File: src/rtl/nor_seq_pkg.sv
package nor_seq_pkg;
  localparam logic [7:0] OPC_WREN  = 8'h06;
  localparam logic [7:0] OPC_RDSR  = 8'h05;
  localparam logic [7:0] OPC_READ  = 8'h03;
  localparam logic [7:0] OPC_PROG  = 8'h02;
  localparam logic [7:0] OPC_ERASE = 8'hD8;

  typedef enum logic [3:0] {
    S_IDLE, S_GAP, S_SR_CMD, S_SR_DATA, S_WREN,
    S_HDR, S_WDATA, S_RDATA, S_RHOLD, S_END
  } seq_state_t;
endpackage

File: src/rtl/nor_byte_shift.sv
module nor_byte_shift #(
  parameter int DIV_W = 8
) (
  input  logic             clk,
  input  logic             rst_n,
  input  logic [DIV_W-1:0] div_half,
  input  logic             start,
  input  logic [7:0]       tx,
  input  logic             miso,
  output logic             busy,
  output logic             done,
  output logic [7:0]       rx,
  output logic             sclk,
  output logic             mosi
);
  logic [DIV_W-1:0] cnt;
  logic [2:0]       bitn;
  logic [7:0]       sh;
  logic             busy_q, done_q, sclk_q;
  logic [7:0]       rx_q;

  always_ff @(posedge clk or negedge rst_n) begin
    if (!rst_n) begin
      busy_q <= 1'b0; done_q <= 1'b0; sclk_q <= 1'b0;
      cnt <= '0; bitn <= '0; sh <= '0; rx_q <= '0;
    end else begin
      done_q <= 1'b0;
      if (start && !busy_q) begin
        busy_q <= 1'b1; sh <= tx; cnt <= '0; bitn <= '0; sclk_q <= 1'b0;
      end else if (busy_q) begin
        if (cnt == div_half) begin
          cnt <= '0;
          if (!sclk_q) begin
            sclk_q <= 1'b1;                 // rising: sample
            rx_q   <= {rx_q[6:0], miso};
          end else begin
            sclk_q <= 1'b0;                 // falling: shift
            if (bitn == 3'd7) begin
              busy_q <= 1'b0; done_q <= 1'b1;
            end else begin
              bitn <= bitn + 3'd1;
              sh   <= {sh[6:0], 1'b0};
            end
          end
        end else begin
          cnt <= cnt + 1'b1;
        end
      end
    end
  end

  assign busy = busy_q;
  assign done = done_q;
  assign rx   = rx_q;
  assign sclk = sclk_q;
  assign mosi = sh[7];

  p_sclk_idle_low_r9: assert property (@(posedge clk) disable iff (!rst_n)
    !busy_q |-> !sclk_q);
  p_mosi_hold_high_r9: assert property (@(posedge clk) disable iff (!rst_n)
    (sclk_q && $past(sclk_q)) |-> $stable(sh[7]));
endmodule

File: src/rtl/nor_poll_count.sv
module nor_poll_count #(
  parameter int MAX_POLLS = 100000
) (
  input  logic clk,
  input  logic rst_n,
  input  logic clr,
  input  logic inc,
  output logic last
);
  localparam int CNT_W = $clog2(MAX_POLLS + 1);
  logic [CNT_W-1:0] cnt;

  always_ff @(posedge clk or negedge rst_n) begin
    if (!rst_n)     cnt <= '0;
    else if (clr)   cnt <= '0;
    else if (inc)   cnt <= cnt + 1'b1;
  end

  assign last = (cnt == CNT_W'(MAX_POLLS - 1));

  p_poll_bound_r3: assert property (@(posedge clk) disable iff (!rst_n)
    cnt < CNT_W'(MAX_POLLS));
endmodule

File: src/rtl/nor_seq.sv
module nor_seq
  import nor_seq_pkg::*;
#(
  parameter int DIV_W     = 8,
  parameter int LEN_W     = 12,
  parameter int MAX_POLLS = 100000
) (
  input  logic             clk,
  input  logic             rst_n,
  input  logic [DIV_W-1:0] div_half,
  input  logic             req_valid,
  output logic             req_ready,
  input  logic [1:0]       req_op,
  input  logic [23:0]      req_addr,
  input  logic [LEN_W-1:0] req_len,
  input  logic             wr_valid,
  output logic             wr_ready,
  input  logic [7:0]       wr_data,
  output logic             rd_valid,
  input  logic             rd_ready,
  output logic [7:0]       rd_data,
  output logic             done,
  output logic             timeout,
  output logic             spi_sclk,
  output logic             spi_cs_n,
  output logic             spi_mosi,
  input  logic             spi_miso
);
  localparam int GAP_W = DIV_W + 3;

  seq_state_t       st, after_gap;
  logic [1:0]       op_q, hidx;
  logic [23:0]      addr_q;
  logic [LEN_W-1:0] left_q;
  logic             launched, err_q, rd_v_q;
  logic [7:0]       rd_d_q;
  logic [GAP_W-1:0] gap_cnt, gap_lim;
  logic             sh_start, sh_busy, sh_done, shifting;
  logic [7:0]       sh_tx, sh_rx, opcode;
  logic             poll_clr, poll_inc, poll_last, is_rd, is_er;

  assign is_rd   = (op_q == 2'b00);
  assign is_er   = op_q[1];
  assign opcode  = is_er ? OPC_ERASE : (is_rd ? OPC_READ : OPC_PROG);
  assign gap_lim = {1'b0, div_half, 2'b11};   // 4*(div+1)-1

  assign shifting = (st == S_SR_CMD) || (st == S_SR_DATA) || (st == S_WREN) ||
                    (st == S_HDR) || (st == S_WDATA) || (st == S_RDATA);
  assign wr_ready = (st == S_WDATA) && !launched;
  assign sh_start = shifting && !launched && !sh_busy &&
                    ((st != S_WDATA) || wr_valid);

  always_comb begin
    sh_tx = 8'h00;
    case (st)
      S_SR_CMD: sh_tx = OPC_RDSR;
      S_WREN:   sh_tx = OPC_WREN;
      S_WDATA:  sh_tx = wr_data;
      S_HDR: begin
        case (hidx)
          2'd0:    sh_tx = opcode;
          2'd1:    sh_tx = addr_q[23:16];
          2'd2:    sh_tx = addr_q[15:8];
          default: sh_tx = addr_q[7:0];
        endcase
      end
      default:  sh_tx = 8'h00;
    endcase
  end

  assign poll_clr = (st == S_IDLE) && req_valid;
  assign poll_inc = (st == S_SR_DATA) && sh_done && sh_rx[0] && !poll_last;

  always_ff @(posedge clk or negedge rst_n) begin
    if (!rst_n) begin
      st <= S_IDLE; after_gap <= S_IDLE; op_q <= '0; addr_q <= '0;
      left_q <= '0; hidx <= '0; launched <= 1'b0; err_q <= 1'b0;
      rd_v_q <= 1'b0; rd_d_q <= '0; gap_cnt <= '0;
    end else begin
      if (sh_start)     launched <= 1'b1;
      else if (sh_done) launched <= 1'b0;
      case (st)
        S_IDLE: if (req_valid) begin
          op_q <= req_op; addr_q <= req_addr; left_q <= req_len;
          err_q <= 1'b0; gap_cnt <= '0;
          st <= S_GAP; after_gap <= S_SR_CMD;
        end
        S_GAP: begin
          if (gap_cnt == gap_lim) begin
            gap_cnt <= '0; st <= after_gap;
          end else gap_cnt <= gap_cnt + 1'b1;
        end
        S_SR_CMD: if (sh_done) st <= S_SR_DATA;
        S_SR_DATA: if (sh_done) begin
          if (!sh_rx[0]) begin
            st <= S_GAP; hidx <= '0;
            after_gap <= is_rd ? S_HDR : S_WREN;
          end else if (poll_last) begin
            err_q <= 1'b1; st <= S_END;
          end else begin
            st <= S_GAP; after_gap <= S_SR_CMD;
          end
        end
        S_WREN: if (sh_done) begin st <= S_GAP; after_gap <= S_HDR; end
        S_HDR: if (sh_done) begin
          hidx <= hidx + 2'd1;
          if (hidx == 2'd3) begin
            if (is_er || left_q == '0) st <= S_END;
            else st <= is_rd ? S_RDATA : S_WDATA;
          end
        end
        S_WDATA: if (sh_done) begin
          left_q <= left_q - 1'b1;
          if (left_q == LEN_W'(1)) st <= S_END;
        end
        S_RDATA: if (sh_done) begin
          rd_d_q <= sh_rx; rd_v_q <= 1'b1; st <= S_RHOLD;
        end
        S_RHOLD: if (rd_ready) begin
          rd_v_q <= 1'b0; left_q <= left_q - 1'b1;
          st <= (left_q == LEN_W'(1)) ? S_END : S_RDATA;
        end
        S_END:   st <= S_IDLE;
        default: st <= S_IDLE;
      endcase
    end
  end

  nor_byte_shift #(.DIV_W(DIV_W)) u_shift (
    .clk(clk), .rst_n(rst_n), .div_half(div_half), .start(sh_start),
    .tx(sh_tx), .miso(spi_miso), .busy(sh_busy), .done(sh_done),
    .rx(sh_rx), .sclk(spi_sclk), .mosi(spi_mosi)
  );

  nor_poll_count #(.MAX_POLLS(MAX_POLLS)) u_polls (
    .clk(clk), .rst_n(rst_n), .clr(poll_clr), .inc(poll_inc), .last(poll_last)
  );

  assign req_ready = (st == S_IDLE);
  assign spi_cs_n  = !(shifting || st == S_RHOLD);
  assign rd_valid  = rd_v_q;
  assign rd_data   = rd_d_q;
  assign done      = (st == S_END);
  assign timeout   = (st == S_END) && err_q;

  p_sclk_in_frame_r10: assert property (@(posedge clk) disable iff (!rst_n)
    spi_sclk |-> !spi_cs_n);
  p_rd_hold_r7: assert property (@(posedge clk) disable iff (!rst_n)
    (rd_valid && !rd_ready) |=> (rd_valid && $stable(rd_data)));
  p_rd_no_clock_r7: assert property (@(posedge clk) disable iff (!rst_n)
    rd_valid |-> !spi_sclk);
  p_done_pulse_r11: assert property (@(posedge clk) disable iff (!rst_n)
    done |=> !done);
  p_timeout_ends_r3: assert property (@(posedge clk) disable iff (!rst_n)
    timeout |=> spi_cs_n);
endmodule

File: config.mk
export PLATFORM = sky130hd
export DESIGN_NAME = nor_seq
export DESIGN_NICKNAME = d
export VERILOG_FILES = /design/src/rtl/nor_seq_pkg.sv /design/src/rtl/nor_byte_shift.sv /design/src/rtl/nor_poll_count.sv /design/src/rtl/nor_seq.sv
export SDC_FILE = /design/constraint.sdc
export NUM_CORES = 1
export LEC_CHECK = 0
export BUFFER_PORTS_ARGS = -buffer_cell sky130_fd_sc_hd__buf_2
export CORE_UTILIZATION = 40
export DETAILED_ROUTE_END_ITERATION = 16
export GPL_TIMING_DRIVEN = 0
export SLEW_MARGIN = 20
export SYNTH_ARGS = -nofsm -noshare
export SYNTH_HDL_FRONTEND = slang
export SYNTH_HIERARCHICAL = 1
export SYNTH_SLANG_ARGS = --single-unit
File: constraint.sdc
create_clock -name clk -period 5.13 [get_ports clk]
set_input_delay 1.026 -clock clk [delete_from_list [all_inputs] [get_ports clk]]
set_output_delay 1.026 -clock clk [all_outputs]
set_load 0.02 [all_outputs]
==> results.md <==
- DR vias: approximately 5.6k
- Leakage: 3.40 nW
- TNS Setup: 0 ns
- WP buf/inv: 3
- Vert. Die Dim: 129 um
- Cts hold-fix bufs: 0
- Crit path max fanout: 10
- Largest net degree at the start of global routing: 75
- Crit path depth: 5
- DRT Pass-1 Iters: 6
- WL per Instance: ~16 um
- CP most frequent cell: buf_2
- Number of routed nets with antenna violations: 0
- Worst-skew pair later-pin latency: roughly 0.4 ns
- FF+latch count, synth: 116
- CTS Buffer Depth: 2
- Fmax: about 310 MHz
- CP startpoint kind: flop
- Arrival time of the worst setup path: between 2 and 2.5 ns
- Fin nets: about 870
- Peak supply drop: roughly 270 uV
- First-pass GRT wire length: 27,400 um
- DR top layer: met5
- Final slew viol count: 0
- WL met3: approximately 830 um
- Tot GR Track Use: 21.3%
- DR iter-0 viols: between 400 and 500
- Max Cap Violations: 0
- Hold Crit Class: flop to flop
- Vias in the first global route: roughly 5.6k
- Syn Area/Cell: between 9 and 10 um^2
- Sequential share of the synthesized area: between 40% and 50%
- Ys async rst share: 100%
- Die area: around 17,000 um^2
- Max stage delay on crit path: around 0.43 ns
- Power per cell area: between 400 and 500 nW/um^2
- Fillers: around 1.5k
- Area growth, synth to finish: 19.7%
- Initial core utilization: about two fifths
- Vias per cell: about 5.5
- Share of cells above drive strength 1: between 20% and 30%
- CTS tree: yes
- Setup Fix Bufs, Post-CTS: 0
- Netlist Area Pre-Place: approximately 6400 um^2
- Clk_skew: 0.00487 ns
- Slowest cell on the critical path: dfrtp_1
- Crit path max-delay family: buffers and inverters
- Tmin final: roughly 3.2 ns
- Post_cts resized: 0
- RSZ-0062 raised after global routing: false
- Inserted Clock Buffers: 17
- Distinct cell type count after synthesis: 78
- Met1 WL: approximately 7500 um
- Worst slew pin tran: about 0.95 ns
- Row count: 45
- # IOs: 76
- Routability cong.: between 0.8 and 0.9
- Top_reg_cell synth: dfrtp_1
- Post-route DRC: 0
- Clk sinks: approximately 120
- Fin crit share: slightly above 60%
- IO Port Bufs: 75
- CTS clock-pin slew for the worst setup and hold paths: about 0.060 ns
- Crit Path Class: flop to primary output
- WHS: roughly 0.48 ns
- H-tree depth: 4
- Total global routing overflow: 0
- EDFF count, synth: 0
- Yosys warns: 6
- Final Setup Violations: 0
- Met2 wire len: 7870 um
- Syn Nets: 774
- Status: finished, final reports clean
- Dpl hpwl: 11,900 um
- Worst path required time: roughly 4.1 ns
- Synth Instances: 702
- Final Hold Violating Endpoints: 0
- Hold path depth: 2
- Final Util: between 40% and 50%
- Die Wd: around 130 um
- Root Buffer Master: clkbuf_16
- Antenna violations before repair: 1
- Reg2reg path depth: 10
- Core area: 15,400 um^2
- Crit-path cells: buf_2, clkbuf_1, nor3_1, and2_1, buf_2
- Rel. slew slack: between 30% and 40%
- Drt total wl: 16,500 um
- Crit. End Element: primary output
where the power goes:
group	switching [W]	internal, W
clock network	0.000435	0.000764
logic	0.000705	0.000436
registers	0.000220	0.00114
worst paths after layout:
kind                                               end             startpoint  slack, ns
max in group asynchronous       rd_data[2]$_DFFE_PN0P_                  rst_n       3.83
setup / recovery                               timeout      st[2]$_DFFE_PN0P_       1.95
hold reg to reg                  addr_q[0]$_DFFE_PN0P_  addr_q[0]$_DFFE_PN0P_       0.48
min in group asynchronous       left_q[10]$_DFFE_PN0P_                  rst_n       0.61
setup reg to reg           u_polls/cnt[15]$_DFFE_PN0P_      st[1]$_DFFE_PN0P_       2.06
hold / removal                   addr_q[0]$_DFFE_PN0P_  addr_q[0]$_DFFE_PN0P_       0.48
state kept, by name, summed over array words and instances (netlist names), 2 cells and up:
| name | flops |
|---|---|
| gap_cnt | 11 |
| u_shift/cnt | 8 |
| rd_data | 8 |
| after_gap | 3 |
| addr_q | 24 |
| u_polls/cnt | 17 |
| u_shift/sh | 8 |
| u_shift/bitn | 3 |
| op_q | 2 |
| left_q | 12 |
| hidx | 2 |
| u_shift/rx | 8 |
| st | 4 |
placed cells by master (no fill, tap or decap), types with 5 or more instances in the layout:
| master | n |
|---|---|
| nand2_1 | 132 |
| dfrtp_1 | 116 |
| buf_2 | 87 |
| nor2_1 | 63 |
| o21ai_0 | 29 |
| a21oi_1 | 26 |
| nor3_1 | 26 |
| inv_1 | 24 |
| xnor2_1 | 23 |
| mux2_2 | 18 |
| clkbuf_16 | 17 |
| nand3_1 | 16 |
| clkbuf_1 | 15 |
| a221oi_1 | 14 |
| nand4_1 | 12 |
| o22ai_1 | 12 |
| ha_1 | 12 |
| nor4_1 | 10 |
| o21ai_1 | 10 |
| o211ai_1 | 9 |
| xor2_1 | 9 |
| a31oi_1 | 9 |
| nor2b_1 | 7 |
| nand2b_1 | 5 |
area by class of cell:
class	instances	area, um^2	share of cell area (%)
Clock inverter	12	156	2.04
Buffer	30	148	1.92
Multi-Input combinational cell	531	3270	42.6
Sequential cell	116	2900	37.8
Antenna cell	1	2.50	0.0326
Inverter	25	93.8	1.22
Timing Repair Buffer	76	402	5.23
Tap cell	211	264	3.44
Clock buffer	20	437	5.69
through the flow:
stage,setup WS (ns),instance area (um^2),std cells,total power (W)
after floorplan,2.44,6410,702,0.00217
after global placement,1.58,7050,988,0.00248
after detailed placement,2.05,7080,989,0.00251
after CTS,1.96,7670,1021,0.00373
after global routing,1.87,7670,1021,0.00395
final,1.95,7670,1022,0.00370
cell families (layout without fill, tap and decap cells):
logic type	Yosys count	after routing	share of synthesized area (%)
AND/OR/NAND/NOR	313	313	24.4
AO/OA/AOI/OAI	152	152	16.1
flip-flops	116	116	45.3
buffers and inverters	55	163	3.77
XOR/XNOR	32	32	4.37
multiplexers	22	22	3.79
adder cells (fa/ha/maj)	12	12	2.34
other	0	1	0
Yosys cell counts, drive strengths merged (3+ instances only):
cell type / n / share of area, %
o21bai: 3 / 0.35
ha: 12 / 2.3
mux2: 18 / 3.2
nand4: 14 / 1.7
nor3b: 3 / 0.35
clkbuf: 12 / 0.70
nor4: 13 / 2.0
a221oi: 14 / 1.9
nor2b: 7 / 0.68
a31oi: 9 / 0.88
and3: 4 / 0.39
a22oi: 4 / 0.47
a21o: 3 / 0.37
o211ai: 9 / 1.1
nor3: 29 / 2.6
or3: 6 / 0.70
buf: 18 / 1.6
a21oi: 26 / 2.0
o22ai: 12 / 1.2
o311ai: 3 / 0.41
and4: 3 / 0.45
inv: 24 / 1.4
dfrtp: 116 / 45
o2111ai: 3 / 0.41
nand3b: 3 / 0.35
mux2i: 4 / 0.62
nor2: 64 / 3.8
nand2b: 5 / 0.49
o21ai: 40 / 3.2
xnor2: 23 / 3.1
xor2: 9 / 1.2
o31ai: 4 / 0.55
nand2: 133 / 7.8
nand3: 17 / 1.4
worst register-to-register path: stages (launching register included):
cell and delay [ns]:
dfrtp_1 0.35, buf_2 0.17, buf_4 0.19, nor4_4 0.36, nand2_1 0.21, clkinv_1 0.20
buf_2 0.28, o211ai_1 0.29, nor3_1 0.39, or3b_1 0.39, a21oi_1 0.15
routing by layer:
metal,global-route usage [%],vias up
li1,-,2716
met1,27.3,2742
met2,35.3,155
met3,5.32,22
met4,6.78,2
met5,0,-
Power figures use the tool's default switching activity.
